`src/rtl/irq_entry_pkg.sv`:
```
package irq_entry_pkg;
  localparam int PRIO_W = 4;
  localparam int VEC_W  = 8;

  typedef enum logic [3:0] {
    ST_IDLE, ST_DEC, ST_WAIT, ST_GAP1, ST_SRW, ST_GAP2,
    ST_PCW, ST_GAP3, ST_VRD, ST_GAP4, ST_GAP5, ST_FETCH
  } ent_state_e;

  typedef struct packed {
    logic              nmi;
    logic              ext;
    logic [PRIO_W-1:0] prio;
    logic [VEC_W-1:0]  vec;
  } win_t;
endpackage

```
`src/rtl/irq_pick.sv`:
```
module irq_pick
  import irq_entry_pkg::*;
#(
  parameter int N_OC     = 4,
  parameter int N_EXT    = 4,
  parameter int NMI_VEC  = 11,
  parameter int OC_VEC0  = 64,
  parameter int EXT_VEC0 = 80
) (
  input  logic                    nmi_req,
  input  logic [N_OC-1:0]         oc_req,
  input  logic [PRIO_W*N_OC-1:0]  oc_prio,
  input  logic [N_EXT-1:0]        ext_req,
  input  logic [PRIO_W*N_EXT-1:0] ext_prio,
  input  logic [PRIO_W-1:0]       mask,
  output logic                    hit,
  output win_t                    win
);
  logic [PRIO_W-1:0] oc_p  [N_OC];
  logic [PRIO_W-1:0] ext_p [N_EXT];

  for (genvar g = 0; g < N_OC; g++) begin : g_oc
    assign oc_p[g] = oc_prio[g*PRIO_W +: PRIO_W];
  end
  for (genvar g = 0; g < N_EXT; g++) begin : g_ext
    assign ext_p[g] = ext_prio[g*PRIO_W +: PRIO_W];
  end

  // Scan order gives tie preference: on-chip before external, low index first.
  always_comb begin
    hit = 1'b0;
    win = '0;
    if (nmi_req) begin
      hit      = 1'b1;
      win.nmi  = 1'b1;
      win.prio = '1;
      win.vec  = VEC_W'(NMI_VEC);
    end else begin
      for (int i = 0; i < N_OC; i++) begin
        if (oc_req[i] && (oc_p[i] > mask) && (!hit || oc_p[i] > win.prio)) begin
          hit      = 1'b1;
          win.ext  = 1'b0;
          win.prio = oc_p[i];
          win.vec  = VEC_W'(OC_VEC0 + i);
        end
      end
      for (int i = 0; i < N_EXT; i++) begin
        if (ext_req[i] && (ext_p[i] > mask) && (!hit || ext_p[i] > win.prio)) begin
          hit      = 1'b1;
          win.ext  = 1'b1;
          win.prio = ext_p[i];
          win.vec  = VEC_W'(EXT_VEC0 + i);
        end
      end
    end
  end
endmodule

```
`src/rtl/entry_fsm.sv`:
```
module entry_fsm
  import irq_entry_pkg::*;
#(
  parameter int DW       = 32,
  parameter int MASK_LSB = 4
) (
  input  logic              clk,
  input  logic              rst_n,
  input  logic              hit,
  input  win_t              win,
  input  logic              seq_done,
  input  logic [DW-1:0]     sr_in,
  input  logic [DW-1:0]     pc_in,
  input  logic [DW-1:0]     sp_in,
  input  logic [DW-1:0]     vbase_in,
  input  logic [DW-1:0]     rdata,
  input  logic              ready,
  output logic              take_pulse,
  output logic [VEC_W-1:0]  take_vec,
  output logic              mask_upd,
  output logic [DW-1:0]     sr_new,
  output logic [DW-1:0]     sp_new,
  output logic              bus_req,
  output logic              bus_we,
  output logic [DW-1:0]     bus_addr,
  output logic [DW-1:0]     bus_wdata,
  output logic              busy
);
  localparam logic [DW-1:0] LW = DW'(4);

  ent_state_e st_q, st_d;
  logic [1:0] cnt_q, cnt_d;
  win_t       cur_q;
  logic [DW-1:0] sr_q, pc_q, sp_q, vb_q, hnd_q;
  logic       cap_src, cap_ctx, cap_hnd, dec_last;

  assign dec_last = (cnt_q == (cur_q.ext ? 2'd2 : 2'd1));
  assign cap_src  = (st_q == ST_IDLE) && hit;
  assign cap_ctx  = ((st_q == ST_DEC && dec_last) || st_q == ST_WAIT) && seq_done;
  assign cap_hnd  = (st_q == ST_VRD) && ready;

  always_comb begin
    st_d  = st_q;
    cnt_d = cnt_q;
    unique case (st_q)
      ST_IDLE:  if (hit) begin st_d = ST_DEC; cnt_d = 2'd0; end
      ST_DEC: begin
        if (dec_last) st_d = seq_done ? ST_GAP1 : ST_WAIT;
        else          cnt_d = cnt_q + 2'd1;
      end
      ST_WAIT:  if (seq_done) st_d = ST_GAP1;
      ST_GAP1:  st_d = ST_SRW;
      ST_SRW:   if (ready) st_d = ST_GAP2;
      ST_GAP2:  st_d = ST_PCW;
      ST_PCW:   if (ready) st_d = ST_GAP3;
      ST_GAP3:  st_d = ST_VRD;
      ST_VRD:   if (ready) st_d = ST_GAP4;
      ST_GAP4:  st_d = ST_GAP5;
      ST_GAP5:  st_d = ST_FETCH;
      ST_FETCH: if (ready) st_d = ST_IDLE;
      default:  st_d = ST_IDLE;
    endcase
  end

  always_ff @(posedge clk or negedge rst_n) begin
    if (!rst_n) begin
      st_q  <= ST_IDLE;
      cnt_q <= 2'd0;
    end else begin
      st_q  <= st_d;
      cnt_q <= cnt_d;
    end
  end

  always_ff @(posedge clk or negedge rst_n) begin
    if (!rst_n) begin
      cur_q <= '0;
      sr_q  <= '0;
      pc_q  <= '0;
      sp_q  <= '0;
      vb_q  <= '0;
      hnd_q <= '0;
    end else begin
      if (cap_src) cur_q <= win;
      if (cap_ctx) begin
        sr_q <= sr_in;
        pc_q <= pc_in;
        sp_q <= sp_in;
        vb_q <= vbase_in;
      end
      if (cap_hnd) hnd_q <= rdata;
    end
  end

  assign busy       = (st_q != ST_IDLE);
  assign take_pulse = (st_q == ST_DEC) && (cnt_q == 2'd0);
  assign take_vec   = cur_q.vec;
  assign mask_upd   = (st_q == ST_GAP3);
  assign sp_new     = sp_q - LW - LW;

  always_comb begin
    sr_new = sr_q;
    sr_new[MASK_LSB +: PRIO_W] = cur_q.nmi ? {PRIO_W{1'b1}} : cur_q.prio;
  end

  always_comb begin
    bus_req   = 1'b0;
    bus_we    = 1'b0;
    bus_addr  = '0;
    bus_wdata = '0;
    unique case (st_q)
      ST_SRW: begin
        bus_req = 1'b1; bus_we = 1'b1; bus_addr = sp_q - LW; bus_wdata = sr_q;
      end
      ST_PCW: begin
        bus_req = 1'b1; bus_we = 1'b1; bus_addr = sp_q - LW - LW; bus_wdata = pc_q;
      end
      ST_VRD: begin
        bus_req = 1'b1; bus_addr = vb_q + DW'({cur_q.vec, 2'b00});
      end
      ST_FETCH: begin
        bus_req = 1'b1; bus_addr = hnd_q;
      end
      default: ;
    endcase
  end
endmodule

```
`src/rtl/irq_entry_seq.sv`:
```
module irq_entry_seq
  import irq_entry_pkg::*;
#(
  parameter int N_OC     = 4,
  parameter int N_EXT    = 4,
  parameter int DW       = 32,
  parameter int NMI_VEC  = 11,
  parameter int OC_VEC0  = 64,
  parameter int EXT_VEC0 = 80,
  parameter int MASK_LSB = 4
) (
  input  logic                    clk,
  input  logic                    rst_n,
  input  logic                    nmi_req,
  input  logic [N_OC-1:0]         oc_req,
  input  logic [4*N_OC-1:0]       oc_prio,
  input  logic [N_EXT-1:0]        ext_req,
  input  logic [4*N_EXT-1:0]      ext_prio,
  input  logic                    cpu_seq_done,
  input  logic [DW-1:0]           cpu_sr,
  input  logic [DW-1:0]           cpu_pc,
  input  logic [DW-1:0]           cpu_sp,
  input  logic [DW-1:0]           vec_base,
  input  logic [DW-1:0]           bus_rdata,
  input  logic                    bus_ready,
  output logic                    take_pulse,
  output logic [7:0]              take_vec,
  output logic                    mask_upd,
  output logic [DW-1:0]           sr_new,
  output logic [DW-1:0]           sp_new,
  output logic                    bus_req,
  output logic                    bus_we,
  output logic [DW-1:0]           bus_addr,
  output logic [DW-1:0]           bus_wdata,
  output logic                    busy
);
  logic [1:0] rst_sync_q;
  logic       rst_int_n;
  logic       hit;
  win_t       win;

  // Asynchronous assertion, synchronous release.
  always_ff @(posedge clk or negedge rst_n) begin
    if (!rst_n) rst_sync_q <= 2'b00;
    else        rst_sync_q <= {rst_sync_q[0], 1'b1};
  end
  assign rst_int_n = rst_sync_q[1];

  irq_pick #(
    .N_OC(N_OC), .N_EXT(N_EXT), .NMI_VEC(NMI_VEC),
    .OC_VEC0(OC_VEC0), .EXT_VEC0(EXT_VEC0)
  ) u_pick (
    .nmi_req (nmi_req),
    .oc_req  (oc_req),
    .oc_prio (oc_prio),
    .ext_req (ext_req),
    .ext_prio(ext_prio),
    .mask    (cpu_sr[MASK_LSB +: PRIO_W]),
    .hit     (hit),
    .win     (win)
  );

  entry_fsm #(.DW(DW), .MASK_LSB(MASK_LSB)) u_fsm (
    .clk       (clk),
    .rst_n     (rst_int_n),
    .hit       (hit),
    .win       (win),
    .seq_done  (cpu_seq_done),
    .sr_in     (cpu_sr),
    .pc_in     (cpu_pc),
    .sp_in     (cpu_sp),
    .vbase_in  (vec_base),
    .rdata     (bus_rdata),
    .ready     (bus_ready),
    .take_pulse(take_pulse),
    .take_vec  (take_vec),
    .mask_upd  (mask_upd),
    .sr_new    (sr_new),
    .sp_new    (sp_new),
    .bus_req   (bus_req),
    .bus_we    (bus_we),
    .bus_addr  (bus_addr),
    .bus_wdata (bus_wdata),
    .busy      (busy)
  );
endmodule

```
`config.mk`:
```
export PLATFORM = sky130hd
export DESIGN_NAME = irq_entry_seq
export DESIGN_NICKNAME = d
export VERILOG_FILES = /design/src/rtl/irq_entry_pkg.sv /design/src/rtl/irq_pick.sv /design/src/rtl/entry_fsm.sv /design/src/rtl/irq_entry_seq.sv
export SDC_FILE = /design/constraint.sdc
export NUM_CORES = 1
export LEC_CHECK = 0
export BUFFER_PORTS_ARGS = -buffer_cell sky130_fd_sc_hd__clkbuf_2
export CORE_ASPECT_RATIO = 1.2
export CORE_MARGIN = 2
export CORE_UTILIZATION = 58
export DETAILED_ROUTE_END_ITERATION = 10
export GPL_TIMING_DRIVEN = 1
export HOLD_SLACK_MARGIN = 0.06
export PLACE_DENSITY_LB_ADDON = 0.12
export SLEW_MARGIN = 20
export SYNTH_ARGS = -nofsm -noshare
export SYNTH_HDL_FRONTEND = slang
export SYNTH_SLANG_ARGS = --single-unit
```
`constraint.sdc`:
```
create_clock -name clk -period 10.9 [get_ports clk]
set_input_delay 3.27 -clock clk [delete_from_list [all_inputs] [get_ports clk]]
set_output_delay 3.27 -clock clk [all_outputs]
set_load 0.005 [all_outputs]
```
# == Yosys cells after proc, flatten, opt, wreduce, memory -nomap -nowiden ==
# Cells that the tools add are included.
# word_totals
reg_bits,182
out_inout_bits,141
word_cells,146
# classes
muxes,52
magnitude_cmp,15
n_eq_ne,20
n_reduce_logical,43
addsub,4
# op_table
op,count
13-bit 2-to-1 mux,14
32-bit case mux with 4 select lines,1
32-bit case mux with 2 select lines,1
"32-bit by 3-bit subtractor with 32-bit output, second input constant",2
4-bit greater-than comparator,15
4-bit case mux with 12 select lines,1
32-bit by 10-bit adder with 32-bit output,1
4-bit 2-to-1 mux,8
12-bit 2-to-1 mux,2
1-bit 2-to-1 mux,21
1-bit logical AND,20
"4-bit by 3-bit == test with 1-bit output, second input constant",4
"4-bit == test, second input constant",4
"2-bit != test, second input constant",6
"4-bit by 2-bit == test with 1-bit output, second input constant",2
1-bit logical OR,8
1-bit logical NOT,7
7-bit AND reduction,1
2-bit 2-to-1 mux,3
"4-bit by 1-bit == test with 1-bit output, second input constant",1
4-bit logical NOT,1
"2-bit by 1-bit != test with 1-bit output, second input constant",2
2-bit case mux with 2 select lines,1
4-bit nonzero test,1
7 further kinds,7

# == Longest topological paths before layout ==
# depth
word_depth,41
depth_mapped,67
ltp_nobuf,64

# == By module ==
# From an unflattened synthesis, not the netlist that was laid out.
# hier_totals
hier_cells,1256
area_unflattened_um2,12824.8
# modules_own_cells
mod,area_each_um2,instances,cells_each
entry_fsm,10601.4,1,977
irq_pick,2169.6,1,276
irq_entry_seq,53.8,1,3

# == Worst setup path before layout ==
# OpenSTA, ideal clock, no wires.
# synth_timing
path_type,input to register
start,input cpu_sr[5]
end,register u_fsm.cur_q (netlist bit u_fsm.take_vec[4])
stages,62
path_slack_ns,-3.209
arrival_time_ns,13.987
required_ns,10.778
cell_sequence,inv_1 > ha_1 > nor2b_1 > o211a_1 > o21ai_0 > nor2_1 > ha_1 > inv_1 > a21oi_1 > o21a_1 > o21ai_0 > a32oi_1 > ha_1 > a21oi_1 > o21ai_0 > a22oi_1 > or2_2 > clkbuf_1 > (+26 left out) > ha_1 > nor2b_1 > o21a_1 > o21a_1 > o211a_1 > a31oi_1 > nand2b_1 > o31a_1 > ha_1 > nor2b_1 > o21ai_0 > nand2b_1 > a21oi_1 > a41o_1 > a21o_1 > and2_1 > nand2_1 > a32o_1
# synth_between
elab_chain_cells,40
# synth_rtl
element,line_no,rtl
from (decl),irq_entry_seq.sv:20,"input logic [DW-1:0] cpu_sr,"
4-bit greater-than comparator,irq_pick.sv:40,if (oc_req[i] && (oc_p[i] > mask) && (!hit || oc_p[i] > win.prio)) begin
1-bit logical AND,irq_pick.sv:40,
12-bit 2-to-1 mux / 1-bit 2-to-1 mux (equally long branches),irq_pick.sv:40,
13-bit 2-to-1 mux / 1-bit 2-to-1 mux (equally long branches),irq_pick.sv:33,if (nmi_req) begin
4-bit greater-than comparator / 1-bit logical NOT (equally long branches),irq_pick.sv:40,
1-bit logical OR,irq_pick.sv:40,
1-bit logical AND,irq_pick.sv:40,
13-bit 2-to-1 mux / 1-bit 2-to-1 mux (equally long branches),irq_pick.sv:40,
(+24 left out),-,
13-bit 2-to-1 mux / 1-bit 2-to-1 mux (equally long branches),irq_pick.sv:48,if (ext_req[i] && (ext_p[i] > mask) && (!hit || ext_p[i] > win.prio)) begin
13-bit 2-to-1 mux / 1-bit 2-to-1 mux (equally long branches),irq_pick.sv:33,
4-bit greater-than comparator / 1-bit logical NOT (equally long branches),irq_pick.sv:48,
1-bit logical OR,irq_pick.sv:48,
1-bit logical AND,irq_pick.sv:48,
1-bit 2-to-1 mux,irq_pick.sv:48,
1-bit 2-to-1 mux,irq_pick.sv:33,
1-bit logical AND,entry_fsm.sv:38,assign cap_src = (st_q == ST_IDLE) && hit;
to (signal assigned),entry_fsm.sv:84,if (cap_src) cur_q <= win;
to (decl),entry_fsm.sv:33,win_t cur_q;
# Several ways; a longest one is shown, not always the timed one. The select of a mux whose other input is x is not followed.
# A chain may end at the register's enable or synchronous reset.

# == Final worst setup path ==
# layout_timing
start,input oc_prio[1]
end,register u_fsm.cur_q[10] (netlist name)
# layout_between
elab_chain_cells,40
# layout_rtl
element,line_no,rtl
from (decl),irq_entry_seq.sv:16,"input logic [4*N_OC-1:0] oc_prio,"
4-bit greater-than comparator,irq_pick.sv:40,
1-bit logical AND,irq_pick.sv:40,
12-bit 2-to-1 mux / 1-bit 2-to-1 mux (equally long branches),irq_pick.sv:40,
13-bit 2-to-1 mux / 1-bit 2-to-1 mux (equally long branches),irq_pick.sv:33,
4-bit greater-than comparator / 1-bit logical NOT (equally long branches),irq_pick.sv:40,
1-bit logical OR,irq_pick.sv:40,
1-bit logical AND,irq_pick.sv:40,
13-bit 2-to-1 mux / 1-bit 2-to-1 mux (equally long branches),irq_pick.sv:40,
(+24 left out),-,
13-bit 2-to-1 mux / 1-bit 2-to-1 mux (equally long branches),irq_pick.sv:48,
13-bit 2-to-1 mux / 1-bit 2-to-1 mux (equally long branches),irq_pick.sv:33,
4-bit greater-than comparator / 1-bit logical NOT (equally long branches),irq_pick.sv:48,
1-bit logical OR,irq_pick.sv:48,
1-bit logical AND,irq_pick.sv:48,
1-bit 2-to-1 mux,irq_pick.sv:48,
1-bit 2-to-1 mux,irq_pick.sv:33,
1-bit logical AND,entry_fsm.sv:38,
# Several ways; a longest one is shown, not always the timed one. The select of a mux whose other input is x is not followed.

==> results.json <==
{
  "outcome": "complete, but fails checks",
  "failed_checks": "negative setup slack",
  "cts_htree_levels": 4,
  "dp_hpwl_um": 28100,
  "worstRegToRegCells": 6,
  "synth_area_leader_cell": "dfrtp_1",
  "p_seq_share_pct": 34.5,
  "met3_usage_pct": 7.94,
  "multi_input_area_mm2": 0.00747,
  "yosys.cell_types.count": 80,
  "hold_end": "rst_sync_q[1]$_DFF_PN0_",
  "viasPerCell": 5.95,
  "insertion_delay_ps": 460,
  "relSlewSlack_pct": 28.7,
  "min_from": "rst_sync_q[0]$_DFF_PN0_",
  "slowest_delay_ps": 340,
  "dr.pass1.iters": 9,
  "regArea_mm2": 0.00443,
  "wl_per_cell_um": 20.2,
  "path_common_cell": "o21a_1",
  "nets": 1854,
  "synthTopCellsByArea": "dfrtp_1 (36%), mux2_2 (15%), ha_1 (7.0%), xnor2_1 (4.7%), nand2_1 (2.7%)",
  "drive_gt1_share_pct": 45.4,
  "synth_edf_count": 0,
  "cts_buffer_depth": 2,
  "hold_viol_final": 0,
  "synth_area_per_cell_um2": 9.96,
  "use_met2_pct": 58.6,
  "num_vias": 11100,
  "end_kind": "flop",
  "yosysTopAreaCellShare_pct": 36.3,
  "cp.arrival_ps": 13470,
  "rsz0062_at_grt": "yes",
  "initial_core_util_pct": 58.5,
  "r2r_setup_slack_ps": 7150,
  "io_pins": 346,
  "max-cap-violations": 0,
  "ys_seq_area_share_pct": 36.3,
  "area_growth_pct": 27.5,
  "place_inst": 1799,
  "min_path_cells": 0,
  "grt_antenna_before_repair": 7,
  "hold_class": "flop to flop",
  "slew_violations": 0,
  "crit_required_ps": 11250,
  "cts_buffers": 17,
  "die_w_um": 136,
  "pwr-share-comb_pct": 48.3,
  "finalSetupViolCount": 7,
  "synthArstFlopShare_pct": 100,
  "cp-start-kind": "input port",
  "core_area_mm2": 0.0208,
  "fillers": 1520,
  "max_freq_ghz": 0.0763,
  "grt_max_degree": 86,
  "yosysWarnings": 0,
  "synth_top_cells_by_count": "dfrtp_1 (177), mux2_2 (158), nand2_1 (88)",
  "first_global_vias": 11300,
  "path_class": "input port to flop",
  "grt_overflow": 0,
  "clock_power_share_pct": 17.3,
  "wirelength_um": 37800,
  "fin_crit_sh_pct": 120,
  "place.gp.congestion": 0.941,
  "p_leak_nw": 7.34,
  "switching_share_pct": 41.7,
  "p_sw_mw": 1.62,
  "syn_area_mm2": 0.0122,
  "top_usage_layer": "met2",
  "drc_errors": 0,
  "drt_iter0_drc": 762,
  "clk_pin_slew_ps": 80,
  "rr_startpoint": "u_fsm.st_q[1]$_DFFE_PN0P_",
  "dpl_cell_area_mm2": 0.0143,
  "cp_slowest_cell": "o31a_1",
  "yosys_register_bits": 177,
  "die_area_mm2": 0.0222,
  "r2r_end": "u_fsm.pc_q[10]$_DFFE_PN0P_",
  "ys.flop_type": "dfrtp_1",
  "syn_inst": 1224,
  "numPortBuffers": 342,
  "crit_fanout": 5,
  "finClkSkew_ps": 22.4,
  "fin_area_mm2": 0.0155,
  "yosysMostFrequentCell": "dfrtp_1",
  "ant_nets": 0,
  "ir_drop_uv": 152,
  "worstMarginPinSlew_ps": 1070,
  "fp.dieH_um": 163,
  "clock_tree.root_cell": "clkbuf_16",
  "p_total_mw": 3.89,
  "grt_use_total_pct": 33.5,
  "grt_pass1_wl_um": 58000,
  "period_minus_slack_ps": 13110,
  "cts.sinks": 177,
  "final_cells": 1869,
  "intPower_mw": 2.27,
  "powerDensity_mw_per_mm2": 250,
  "timing.final.ws_setup_ps": -2210,
  "grt_util_met1_pct": 38.1,
  "rows": 58,
  "cts_tree": "yes"
}
==> worst max path at each step <==
stage / end / start / depth (start not counted) / slack (ps)
floorplan: u_fsm.take_vec[4]$_DFFE_PN0P_ / cpu_sr[5] / 62 / -2430
global placement: u_fsm.cur_q[8]$_DFFE_PN0P_ / cpu_sr[5] / 62 / -2430
detailed placement: u_fsm.cur_q[10]$_DFFE_PN0P_ / cpu_sr[5] / 62 / -2750
CTS: u_fsm.cur_q[8]$_DFFE_PN0P_ / cpu_sr[5] / 62 / -2100
global route: u_fsm.cur_q[10]$_DFFE_PN0P_ / cpu_sr[5] / 61 / -2690
finish: u_fsm.cur_q[10]$_DFFE_PN0P_ / oc_prio[1] / 60 / -2210
==> layer usage <==
layer | vias to the layer above | part of all wire [%] | routed length, µm
met5 | - | 0.037 | 14
met4 | 2 | 4.6 | 1740
met3 | 131 | 7.6 | 2880
met2 | 540 | 51 | 19200
met1 | 5300 | 37 | 14000
li1 | 5144 | - | -
==> cells in the final DEF, fill, tap and decap left out, drive strengths merged, types with 6 or more instances in the layout <==
master	instances
clkbuf	358
xnor2	65
o211ai	7
dfrtp	177
buf	99
diode	6
nand2b	7
a22o	36
inv	47
nor2	70
a222oi	8
a21oi	49
a31oi	6
nand3	23
mux2i	7
ha	68
and3	8
clkinv	7
xor2	32
a21o	13
o21ai	40
o21a	15
or2	13
a221o	8
mux2	158
nor3	19
a32oi	6
a22oi	15
nand4	22
nor4	15
a211oi	6
nand2	88
or3	11
nor2b	16
==> state kept, by name, summed over array words and instances (netlist names) <==
name	cells
u_fsm.sr_q	32
rst_sync_q	2
u_fsm.cur_q	4
u_fsm.pc_q	32
u_fsm.cnt_q	2
u_fsm.sp_q	32
u_fsm.st_q	4
u_fsm.take_vec	5
u_fsm.hnd_q	32
u_fsm.vb_q	32
==> kinds of logic after synthesis <==
group	Yosys count	synth area share, %
xor+xnor	97	6.97
other cells	2	0.0616
compound gates	251	14.8
buf+inv	146	5.87
mux	165	15.2
flops	177	36.3
simple gates	317	13.6
fa+ha+maj	69	7.14
==> worst max-delay path: cells and delay by family <==
family	cells	cell delay, ps
adder cells (fa/ha/maj)	8	2210
AND/OR/NAND/NOR	14	1730
buffers and inverters	5	530
AO/OA/AOI/OAI	32	5450
multiplexers	1	270
==> metrics by stage <==
step / setup TNS [ps] / hold WS, ps / util, % / setup slack, ps
after CTS: -14350 / 361 / 73.6 / -2100
final: -15240 / 358 / 74.6 / -2210
after floorplan: -16210 / 331 / - / -2430
after global routing: -18420 / 363 / 74.6 / -2690
after global placement: -16590 / 337 / 68.8 / -2430
after detailed placement: -18750 / 336 / 68.8 / -2750
==> final cells by class <==
cell class / instances / share of cell area [%]
tap: 270 / 2.17
clock buffer: 17 / 2.74
multi-input combinational: 903 / 48.0
inverter: 41 / 1.04
antenna: 6 / 0.0966
timing repair buffer: 440 / 15.9
sequential: 177 / 28.5
clock inverter: 15 / 1.46
==> power groups by stage <==
| stage | sequential [mW] | clock (mW) | combinational [mW] |
|---|---|---|---|
| 3_5_place_dp | 1.34 | 0 | 1.78 |
| 2_1_floorplan | 1.17 | 0 | 1.39 |
| 5_1_grt | 1.38 | 0.704 | 2.05 |
| 3_3_place_gp | 1.32 | 0 | 1.75 |
| 6_report | 1.34 | 0.671 | 1.88 |
| 4_1_cts | 1.33 | 0.682 | 1.83 |
==> timing repair <==
| item | in CTS | in global routing |
|---|---|---|
| pin swaps | 29 | 30 |
| hold buffers | 0 | 0 |
| buffers inserted | 27 | 6 |
| setup endpoints to repair | 7 | 7 |
| resized for setup | 25 | 34 |
Power figures use the tool's default switching activity.
